[src/rtl/csc_pkg.sv]
package csc_pkg;

  typedef enum logic [1:0] {
    GAIN_X1   = 2'd0,
    GAIN_X2   = 2'd1,
    GAIN_X4   = 2'd2,
    GAIN_X4_B = 2'd3
  } gain_e;

  // power-up configuration values
  localparam logic [1:0]  DEF_GAIN  = 2'd1;
  localparam logic [12:0] DEF_R0_K0 = 13'h0C52;
  localparam logic [12:0] DEF_R0_K1 = 13'h0800;
  localparam logic [12:0] DEF_R0_K2 = 13'h0000;
  localparam logic [12:0] DEF_R0_OF = 13'h19D7;
  localparam logic [12:0] DEF_R1_K0 = 13'h1C54;
  localparam logic [12:0] DEF_R1_K1 = 13'h0800;
  localparam logic [12:0] DEF_R1_K2 = 13'h1E89;

  // left-shift amount for a gain code; code 3 is clamped to x4
  function automatic logic [1:0] gain_shift(input logic [1:0] code);
    return (gain_e'(code) == GAIN_X4_B) ? 2'd2 : code;
  endfunction

endpackage

[src/rtl/csc_delay.sv]
module csc_delay #(
  parameter int W = 8,
  parameter int D = 3
) (
  input  logic         clk,
  input  logic         rst_n,
  input  logic [W-1:0] din,
  output logic [W-1:0] dout
);

  logic [W-1:0] stg [D];

  generate
    for (genvar i = 0; i < D; i++) begin : g_stg
      always_ff @(posedge clk or negedge rst_n) begin
        if (!rst_n)      stg[i] <= '0;
        else if (i == 0) stg[i] <= din;
        else             stg[i] <= stg[(i == 0) ? 0 : i-1];
      end
    end
  endgenerate

  assign dout = stg[D-1];

endmodule

[src/rtl/csc_row.sv]
module csc_row #(
  parameter int PIX_W  = 12,
  parameter int COEF_W = 13,
  parameter int FRAC_W = 12
) (
  input  logic                     clk,
  input  logic                     rst_n,
  input  logic [PIX_W-1:0]         in0,
  input  logic [PIX_W-1:0]         in1,
  input  logic [PIX_W-1:0]         in2,
  input  logic signed [COEF_W-1:0] k0,
  input  logic signed [COEF_W-1:0] k1,
  input  logic signed [COEF_W-1:0] k2,
  input  logic signed [COEF_W-1:0] ofs,
  input  logic [1:0]               shamt,
  output logic [PIX_W-1:0]         res
);

  localparam int PROD_W  = COEF_W + PIX_W + 1;
  localparam int ACC_W   = PROD_W + 3;
  localparam int SCL_W   = ACC_W + 3;
  localparam int HALF    = 1 << (FRAC_W - 1);
  localparam int PIX_MAX = (1 << PIX_W) - 1;

  // stage 1: products, offset and shift captured with the pixel
  logic signed [PROD_W-1:0] p0_d, p1_d, p2_d, p0_q, p1_q, p2_q;
  logic signed [COEF_W-1:0] ofs_q;
  logic [1:0]               sh1_q, sh2_q;
  logic signed [ACC_W-1:0]  acc_q;

  assign p0_d = PROD_W'(k0) * PROD_W'($signed({1'b0, in0}));
  assign p1_d = PROD_W'(k1) * PROD_W'($signed({1'b0, in1}));
  assign p2_d = PROD_W'(k2) * PROD_W'($signed({1'b0, in2}));

  always_ff @(posedge clk or negedge rst_n) begin
    if (!rst_n) begin
      p0_q <= '0; p1_q <= '0; p2_q <= '0;
      ofs_q <= '0; sh1_q <= '0;
    end else begin
      p0_q <= p0_d; p1_q <= p1_d; p2_q <= p2_d;
      ofs_q <= ofs; sh1_q <= shamt;
    end
  end

  // stage 2: full-precision sum with offset aligned to the fraction
  always_ff @(posedge clk or negedge rst_n) begin
    if (!rst_n) begin
      acc_q <= '0; sh2_q <= '0;
    end else begin
      acc_q <= ACC_W'(p0_q) + ACC_W'(p1_q) + ACC_W'(p2_q)
             + (ACC_W'(ofs_q) <<< FRAC_W);
      sh2_q <= sh1_q;
    end
  end

  // stage 3: gain, single rounding, clamp
  logic signed [SCL_W-1:0] scaled, whole;
  logic acc_under, acc_over;

  assign scaled    = (SCL_W'(acc_q) <<< sh2_q) + SCL_W'(HALF);
  assign whole     = scaled >>> FRAC_W;
  assign acc_under = (scaled < 0);
  assign acc_over  = !acc_under && (whole > SCL_W'(PIX_MAX));

  always_ff @(posedge clk or negedge rst_n) begin
    if (!rst_n)         res <= '0;
    else if (acc_under) res <= '0;
    else if (acc_over)  res <= '1;
    else                res <= whole[PIX_W-1:0];
  end

  AST_SAT_LOW: assert property (@(posedge clk) disable iff (!rst_n)
    acc_under |=> (res == '0));
  AST_SAT_HIGH: assert property (@(posedge clk) disable iff (!rst_n)
    acc_over |=> (res == {PIX_W{1'b1}}));

endmodule

[src/rtl/csc_matrix.sv]
module csc_matrix #(
  parameter int PIX_W  = 12,
  parameter int COEF_W = 13,
  parameter int FRAC_W = 12
) (
  input  logic              clk,
  input  logic              rst_n,
  input  logic [PIX_W-1:0]  pix_r,
  input  logic [PIX_W-1:0]  pix_g,
  input  logic [PIX_W-1:0]  pix_b,
  input  logic              pix_vld,
  input  logic              cfg_en,
  input  logic [1:0]        cfg_gain,
  input  logic [COEF_W-1:0] row0_k0,
  input  logic [COEF_W-1:0] row0_k1,
  input  logic [COEF_W-1:0] row0_k2,
  input  logic [COEF_W-1:0] row0_ofs,
  input  logic [COEF_W-1:0] row1_k0,
  input  logic [COEF_W-1:0] row1_k1,
  input  logic [COEF_W-1:0] row1_k2,
  input  logic [COEF_W-1:0] row1_ofs,
  input  logic [COEF_W-1:0] row2_k0,
  input  logic [COEF_W-1:0] row2_k1,
  input  logic [COEF_W-1:0] row2_k2,
  input  logic [COEF_W-1:0] row2_ofs,
  output logic [PIX_W-1:0]  res_r,
  output logic [PIX_W-1:0]  res_g,
  output logic [PIX_W-1:0]  res_b,
  output logic              res_vld
);

  localparam int ROWS  = 3;
  localparam int LAT   = 3;             // stages inside csc_row
  localparam int SIDEW = 3*PIX_W + 2;   // valid, enable, bypass pixel

  logic signed [COEF_W-1:0] kmat [ROWS][3];
  logic signed [COEF_W-1:0] koff [ROWS];
  logic [PIX_W-1:0]         row_res [ROWS];
  logic [1:0]               gsh;

  assign kmat[0][0] = $signed(row0_k0); assign kmat[0][1] = $signed(row0_k1);
  assign kmat[0][2] = $signed(row0_k2); assign koff[0]    = $signed(row0_ofs);
  assign kmat[1][0] = $signed(row1_k0); assign kmat[1][1] = $signed(row1_k1);
  assign kmat[1][2] = $signed(row1_k2); assign koff[1]    = $signed(row1_ofs);
  assign kmat[2][0] = $signed(row2_k0); assign kmat[2][1] = $signed(row2_k1);
  assign kmat[2][2] = $signed(row2_k2); assign koff[2]    = $signed(row2_ofs);

  assign gsh = csc_pkg::gain_shift(cfg_gain);

  generate
    for (genvar i = 0; i < ROWS; i++) begin : g_row
      csc_row #(.PIX_W(PIX_W), .COEF_W(COEF_W), .FRAC_W(FRAC_W)) u_row (
        .clk   (clk),
        .rst_n (rst_n),
        .in0   (pix_r),
        .in1   (pix_g),
        .in2   (pix_b),
        .k0    (kmat[i][0]),
        .k1    (kmat[i][1]),
        .k2    (kmat[i][2]),
        .ofs   (koff[i]),
        .shamt (gsh),
        .res   (row_res[i])
      );
    end
  endgenerate

  // valid, enable and raw pixel travel alongside the arithmetic
  logic [SIDEW-1:0] side_d, side_q;
  logic             en_d;
  logic [PIX_W-1:0] byp_r, byp_g, byp_b;

  assign side_d = {pix_vld, cfg_en, pix_r, pix_g, pix_b};

  csc_delay #(.W(SIDEW), .D(LAT)) u_side (
    .clk   (clk),
    .rst_n (rst_n),
    .din   (side_d),
    .dout  (side_q)
  );

  assign {res_vld, en_d, byp_r, byp_g, byp_b} = side_q;

  assign res_r = en_d ? row_res[0] : byp_r;
  assign res_g = en_d ? row_res[1] : byp_g;
  assign res_b = en_d ? row_res[2] : byp_b;

  // cycles since reset, saturating, used to bound $past windows
  logic [1:0] warm_q;
  always_ff @(posedge clk or negedge rst_n) begin
    if (!rst_n)              warm_q <= '0;
    else if (warm_q != 2'd3) warm_q <= warm_q + 2'd1;
  end

  AST_VALID_LAT: assert property (@(posedge clk) disable iff (!rst_n)
    (warm_q == 2'd3) |-> (res_vld == $past(pix_vld, 3)));
  AST_BYPASS_EXACT: assert property (@(posedge clk) disable iff (!rst_n)
    ((warm_q == 2'd3) && !$past(cfg_en, 3)) |->
      (res_r == $past(pix_r, 3) && res_g == $past(pix_g, 3)
       && res_b == $past(pix_b, 3)));
  AST_RESET_QUIET: assert property (@(posedge clk) disable iff (!rst_n)
    (warm_q != 2'd3) |-> !res_vld);

endmodule

[config.mk]
export PLATFORM = sky130hd
export DESIGN_NAME = csc_matrix
export DESIGN_NICKNAME = d
export VERILOG_FILES = /design/src/rtl/csc_pkg.sv /design/src/rtl/csc_delay.sv /design/src/rtl/csc_row.sv /design/src/rtl/csc_matrix.sv
export SDC_FILE = /design/constraint.sdc
export NUM_CORES = 2
export LEC_CHECK = 0
export BUFFER_PORTS_ARGS = -buffer_cell sky130_fd_sc_hd__clkbuf_2
export CAP_MARGIN = 30
export CELL_PAD_IN_SITES_DETAIL_PLACEMENT = 1
export CELL_PAD_IN_SITES_GLOBAL_PLACEMENT = 1
export CORE_ASPECT_RATIO = 0.75
export CORE_MARGIN = 2
export CORE_UTILIZATION = 33
export CTS_CLUSTER_DIAMETER = 120
export DETAILED_ROUTE_END_ITERATION = 8
export PLACE_DENSITY_LB_ADDON = 0.12
export RECOVER_POWER = 50
export SYNTH_ARGS = -nofsm -noshare
export SYNTH_HDL_FRONTEND = slang
export SYNTH_SLANG_ARGS = --single-unit
[constraint.sdc]
create_clock -name clk -period 5.05 [get_ports clk]
set_input_delay 0.2525 -clock clk [delete_from_list [all_inputs] [get_ports clk]]
set_output_delay 0.2525 -clock clk [all_outputs]
set_load 0.01 [all_outputs]
* After elaboration in Yosys (flattened, before gate mapping)
Cells that the tools add are included.
** Storage, ports and cells
- Bits in registers :: 514
- Bits of input ports :: 198
- Word-level logic and storage cells :: 70
** Cells by class
- Add/subtract/negate cells :: 12
- Multiply operators :: 9
- Magnitude comparators :: 6
- Equal/unequal tests :: 1
- Shifts and indexed selects :: 3
- Mux-type cells :: 10
- Reduce and logical (&&, ||, !) cells :: 6
** Operator list (number)
- 13-bit by 13-bit multiplier with 26-bit output :: 9
- 12-bit 2-to-1 mux :: 9
- 32-bit by 13-bit adder with 32-bit output, second input constant :: 3
- 32-bit by 1-bit < comparator with 1-bit output, second input constant :: 3
- 29-bit by 2-bit <<< shifter with 32-bit output :: 3
- 29-bit by 25-bit adder with 29-bit output :: 3
- 27-bit by 26-bit adder with 28-bit output :: 3
- 26-bit by 26-bit adder with 27-bit output :: 3
- 20-bit by 13-bit greater-than comparator with 1-bit output, second input constant :: 3
- 1-bit logical AND :: 3
- 1-bit zero test :: 3
- 2-bit equality test, second input constant :: 1
- 2-bit 2-to-1 mux :: 1

* Depth between registers and ports, before layout
- Word-level depth :: 7
- Mapped depth :: 23

* Cells and area by module
Synthesis repeated with hierarchy kept, for this count alone.
** Unflattened totals
- Cells, all modules :: 8024
- Area, all modules :: 77690.8 um2
** By module, submodules not included
- csc_row (g_row[1].u_row) :: times used 1, cells an instance 2648, area an instance 24823.8 um2, sequential area each 3203.1 um2
- csc_row (g_row[0].u_row) :: times used 1, cells an instance 2602, area an instance 24642.4 um2, sequential area each 3203.1 um2
- csc_row (g_row[2].u_row) :: times used 1, cells an instance 2580, area an instance 24487.2 um2, sequential area each 3203.1 um2
- csc_delay :: times used 1, cells an instance 152, area an instance 3138.0 um2, sequential area each 2852.7 um2
- csc_matrix :: times used 1, cells an instance 42, area an instance 599.3 um2, sequential area each 0.0 um2

* Worst setup path before layout
No wires, ideal clock.
- Kind :: input port to flip-flop
- Start point :: in pix_b[1]
- End point :: reg g_row[0].u_row.p2_q[24]
- Setup time :: 0.126 ns
- Arrival :: 5.469 ns
- Path slack :: -0.545 ns
- Cell stages on the path :: 23
- Cell sequence :: clkbuf_1 clkbuf_1 nand2_1 inv_1 fa_1 inv_1 fa_1 inv_1 fa_1 fa_1 inv_1 fa_1 inv_1 ha_1 a21o_1 a21o_1 a21oi_1 nand2_1 o221ai_1 o21ai_0 or4_1 and3_1 a311o_1
** Between the ends
- Cells in the longest elaborated chain, start to end :: 1
** Ends and longest elaborated chain
- start, declared :: RTL line csc_matrix.sv:10 : input logic [PIX_W-1:0] pix_b,
- 13-bit by 13-bit multiplier with 26-bit output :: RTL line csc_row.sv:33 : assign p2_d = PROD_W'(k2) * PROD_W'($signed({1'b0, in2}));
- named net g_row[0].u_row.p2_d[24] :: RTL line csc_row.sv:26 : logic signed [PROD_W-1:0] p0_d, p1_d, p2_d, p0_q, p1_q, p2_q;
- end signal, assigned :: RTL line csc_row.sv:40 : p0_q <= p0_d; p1_q <= p1_d; p2_q <= p2_d;
- end, declared :: RTL line csc_row.sv:26
The timed path passes the listed nets, and every way through them passes these cells.

* Final worst setup path
- Start point :: in pix_g[5]
- End point :: reg g_row[0].u_row.p1_q[25]
** Between the ends
- Cells in the longest elaborated chain, start to end :: 1
** Ends and longest elaborated chain
- start, declared :: RTL line csc_matrix.sv:9 : input logic [PIX_W-1:0] pix_g,
- 13-bit by 13-bit multiplier with 26-bit output :: RTL line csc_row.sv:32 : assign p1_d = PROD_W'(k1) * PROD_W'($signed({1'b0, in1}));
- named net g_row[0].u_row.p1_d[25] :: RTL line csc_row.sv:26
- end signal, assigned :: RTL line csc_row.sv:40
- end, declared :: RTL line csc_row.sv:26
The timed path passes the listed nets, and every way through them passes these cells.

==> summary.md <==
| Metric | Value |
|---|---|
| Post-route ant nets | 0 |
| Vias in the first global route | 65,993 |
| CP max FO | 4 |
| Post-synthesis sequential area ratio | 15.8% |
| #FFs+latches synth | between 400 and 500 |
| Crit-path cells | clkbuf_1 -> buf_4 -> nand2_1 -> fa_1 -> fa_1 -> fa_1 -> inv_1 -> fa_1 -> inv_1 -> fa_1 -> inv_1 -> ha_1 -> a21oi_1 -> o22ai_1 -> buf_4 -> o41ai_4 -> buf_4 -> o31a_1 -> a211oi_2 -> a21o_1 -> a21oi_2 -> xnor2_1 |
| Post-synth EDFFs | 0 |
| Row cnt | 154 |
| Routed WL per cell | 19.9 um |
| Drt via density | ~4.6 |
| Setup-failing EPs final | 0 |
| WP data arrival | 5560 ps |
| Die ar. | 0.239 mm^2 |
| Ys async rst share | 100% |
| Via count | 58,179 |
| H-tree Lvls | 2 |
| HP Class | in2reg |
| First-pass GRT wire length | 392,000 um |
| Max-cap violation count | 4 |
| Routed WL | 252,000 um |
| Syn_area_per_cell | 9.38 um^2 |
| Slew margin rel. | -67.6% |
| Critical Path Most Common Cell | fa_1 |
| Setup Total Neg Slack | 0 ps |
| CTS tree | built |
| Crit path kind | in2reg |
| CP peak stage delay | 560 ps |
| Mapped cell area | 0.0776 mm^2 |
| Largest net degree at the start of global routing | 122 |
| Clock Skew | 71.9 ps |
| Worst-skew pair later-pin latency | 740 ps |
| Ys flop type | dfrtp_1 |
| Starting Density | 33.1% |
| 1st-iter DRT viols | about 2,300 |
| CP delay by family, top | adder cells |
| Hold Slack | 78.4 ps |
| Die height | approximately 420 um |
| Core area | 0.234 mm^2 |
| Syn. warnings | 0 |
| # clock sinks | 490 |
| I/O pin cnt | 235 |
| DR pass1 iterations | 5 |
| FF-to-FF setup slack | 180 ps |
| Failing checks | max-capacitance violations, max-slew violations |
| WP data required | between 5000 and 6000 ps |
| CTS Buffer Depth | 3 |
| Max Slew Vio Count | 353 |
| Gr ovfl total | 0 |
| Gr usage total | 21.4% |
| Fin crit share | 98.2% |
| Status | complete, but fails checks |
| CTS buffer count | 58 |
| Cells after Synth | 8,270 |
| Die width | 564 um |
| IO buf count | 234 |
| Fraction of layout cells with a size suffix above 1 | between 10% and 20% |
| Initial antenna violation count | 21 |
| CP Launch Type | input pin |
| Type of destination of the critical path | flip-flop |
| Nets | 11,757 |
| DP Wirelength | 215,000 um |
| Tmin final | roughly 5000 ps |
| Layout Area Growth over Synthesis | 22.6% |
| RSZ-0062 raised after global routing | yes |
| Worst slew pin tran | about 2500 ps |
| Routability congestion estimate | 0.864 |
| Final hold vios | 0 |
| Root Driver | clkbuf_16 |
| Synth cell types | 85 |
| Clock Pin Slew Worst Setup and Hold Paths | 60 ps |
| DRC | 0 |
| F_max | around 0.20 GHz |
| CP Buf/Inv Count | 7 |
| CP max-delay cell | fa_1 |
| Syn nets | between 10,000 and 15,000 |
## final timing paths
check	from	end	cells past startpoint
max in group asynchronous	rst_n	g_row[1].u_row.p0_q[17]	3
min reg2reg	u_side.stg[68]	u_side.dout[30]	0
max	pix_g[5]	g_row[0].u_row.p1_q[25]	22
max reg2reg	g_row[0].u_row.p2_q[2]	g_row[0].u_row.acc_q[27]	23
min in group asynchronous	rst_n	u_side.stg[83]	2
min	pix_b[6]	u_side.stg[82]	2
## worst reg2reg max path, delay by kind of cell (launching register included)
family | cells | cell delay (ps)
and+or+nand+nor | 4 | 420
DFF | 1 | 450
adders and majority gates | 3 | 1130
xor gates and xnor gates | 2 | 320
AOI/OAI and AO/OA | 11 | 2070
buffers and inverters | 3 | 450
## cells in the final DEF (no fill, tap or decap), drive strengths merged, types with 12 or more instances in the layout
cell type	netlist	final
mux2	53	53
nand2	837	837
dfrtp	490	490
buf	34	1129
and3	34	34
xnor2	251	251
and4	13	13
nand4	12	12
o21a	49	49
nor2	188	188
nor2b	34	34
dlygate4sd3	0	66
clkinv	0	13
or3	19	19
inv	2115	2124
a21oi	236	236
nand2b	33	33
fa	1410	1410
clkbuf	271	324
and2	753	753
o21ai	130	130
o21bai	27	27
a21o	74	74
ha	678	678
a21boi	13	13
a211oi	30	30
o31a	12	12
o211ai	24	24
xor2	81	81
mux2i	45	45
nand3	66	66
a31oi	28	28
nor3	61	61
## stage by stage
| step | setup WS (ps) | utilization [%] | cells | instance area, um^2 |
|---|---|---|---|---|
| after floorplan | -254 | - | 8270 | 78400 |
| after global placement | -709 | 38.8 | 12426 | 90900 |
| after detailed placement | -832 | 38.8 | 12427 | 90900 |
| after CTS | 0.122 | 40.0 | 12604 | 93800 |
| after global routing | -102 | 40.6 | 12641 | 95100 |
| final | 90.4 | 40.6 | 12647 | 95100 |
## cell type report
| type | instances | area (um^2) |
|---|---|---|
| clock buffers | 74 | 1610 |
| multi-input cells | 5360 | 57500 |
| inverters | 2115 | 7940 |
| clock inverters | 33 | 458 |
| flip-flops and latches | 490 | 12300 |
| fillers | 27056 | 139000 |
| diodes | 9 | 22.5 |
| repair buffers | 1446 | 11400 |
| well taps | 3120 | 3900 |
## synth_stat cells (all sizes together) (53+ instances only)
| cell type | number | area [um^2] |
|---|---|---|
| a21oi | 236 | 1180 |
| nand3 | 66 | 330 |
| clkbuf | 271 | 1020 |
| o21ai | 130 | 651 |
| nor3 | 61 | 305 |
| xnor2 | 251 | 2200 |
| xor2 | 81 | 709 |
| nor2 | 188 | 706 |
| mux2 | 53 | 597 |
| ha | 678 | 8480 |
| and2 | 753 | 4710 |
| fa | 1410 | 28200 |
| dfrtp | 490 | 12300 |
| a21o | 74 | 556 |
| nand2 | 837 | 3140 |
| inv | 2115 | 7940 |
## registers in the layout, summed over array words and instances, names as in the netlist
| register | count |
|---|---|
| g_row.u_row.res | 36 |
| g_row.u_row.acc_q | 63 |
| g_row.u_row.p0_q | 78 |
| g_row.u_row.p1_q | 78 |
| g_row.u_row.ofs_q | 39 |
| u_side.stg | 76 |
| u_side.dout | 38 |
| g_row.u_row.sh2_q | 2 |
| g_row.u_row.sh1_q | 2 |
| g_row.u_row.p2_q | 78 |
## per-layer routing
layer  share of wire (%)  global-route usage, %  vias up
li1                    -                      -    27087
met1                  48                   30.6    30288
met2                  47                   35.7      643
met3                 3.2                   2.04      157
met4                 1.6                   2.88        4
met5               0.011                      0        -
## cells by family (layout without fill, tap and decap cells)
group,count (synthesis),after routing,synth area share [%]
compound gates,731,731,6.10
xor+xnor,332,332,3.75
fa+ha+maj,2088,2088,47.3
buf+inv,2420,3668,11.9
flops,490,490,15.8
mux,106,106,1.58
other cells,0,9,0
simple gates,2103,2103,13.6
## timing repair
action,4_1_cts,5_1_grt
pin swaps,20,153
resized for setup,44,240
cloned,0,10
endpoints found under the setup margin,17,72
buffers inserted,3,26
hold buffers,67,1
endpoints found under the hold margin,144,1
Power is left out: the tool's default activity adds up to more than one toggle a clock period on the data nets, which glitch-free logic cannot reach.
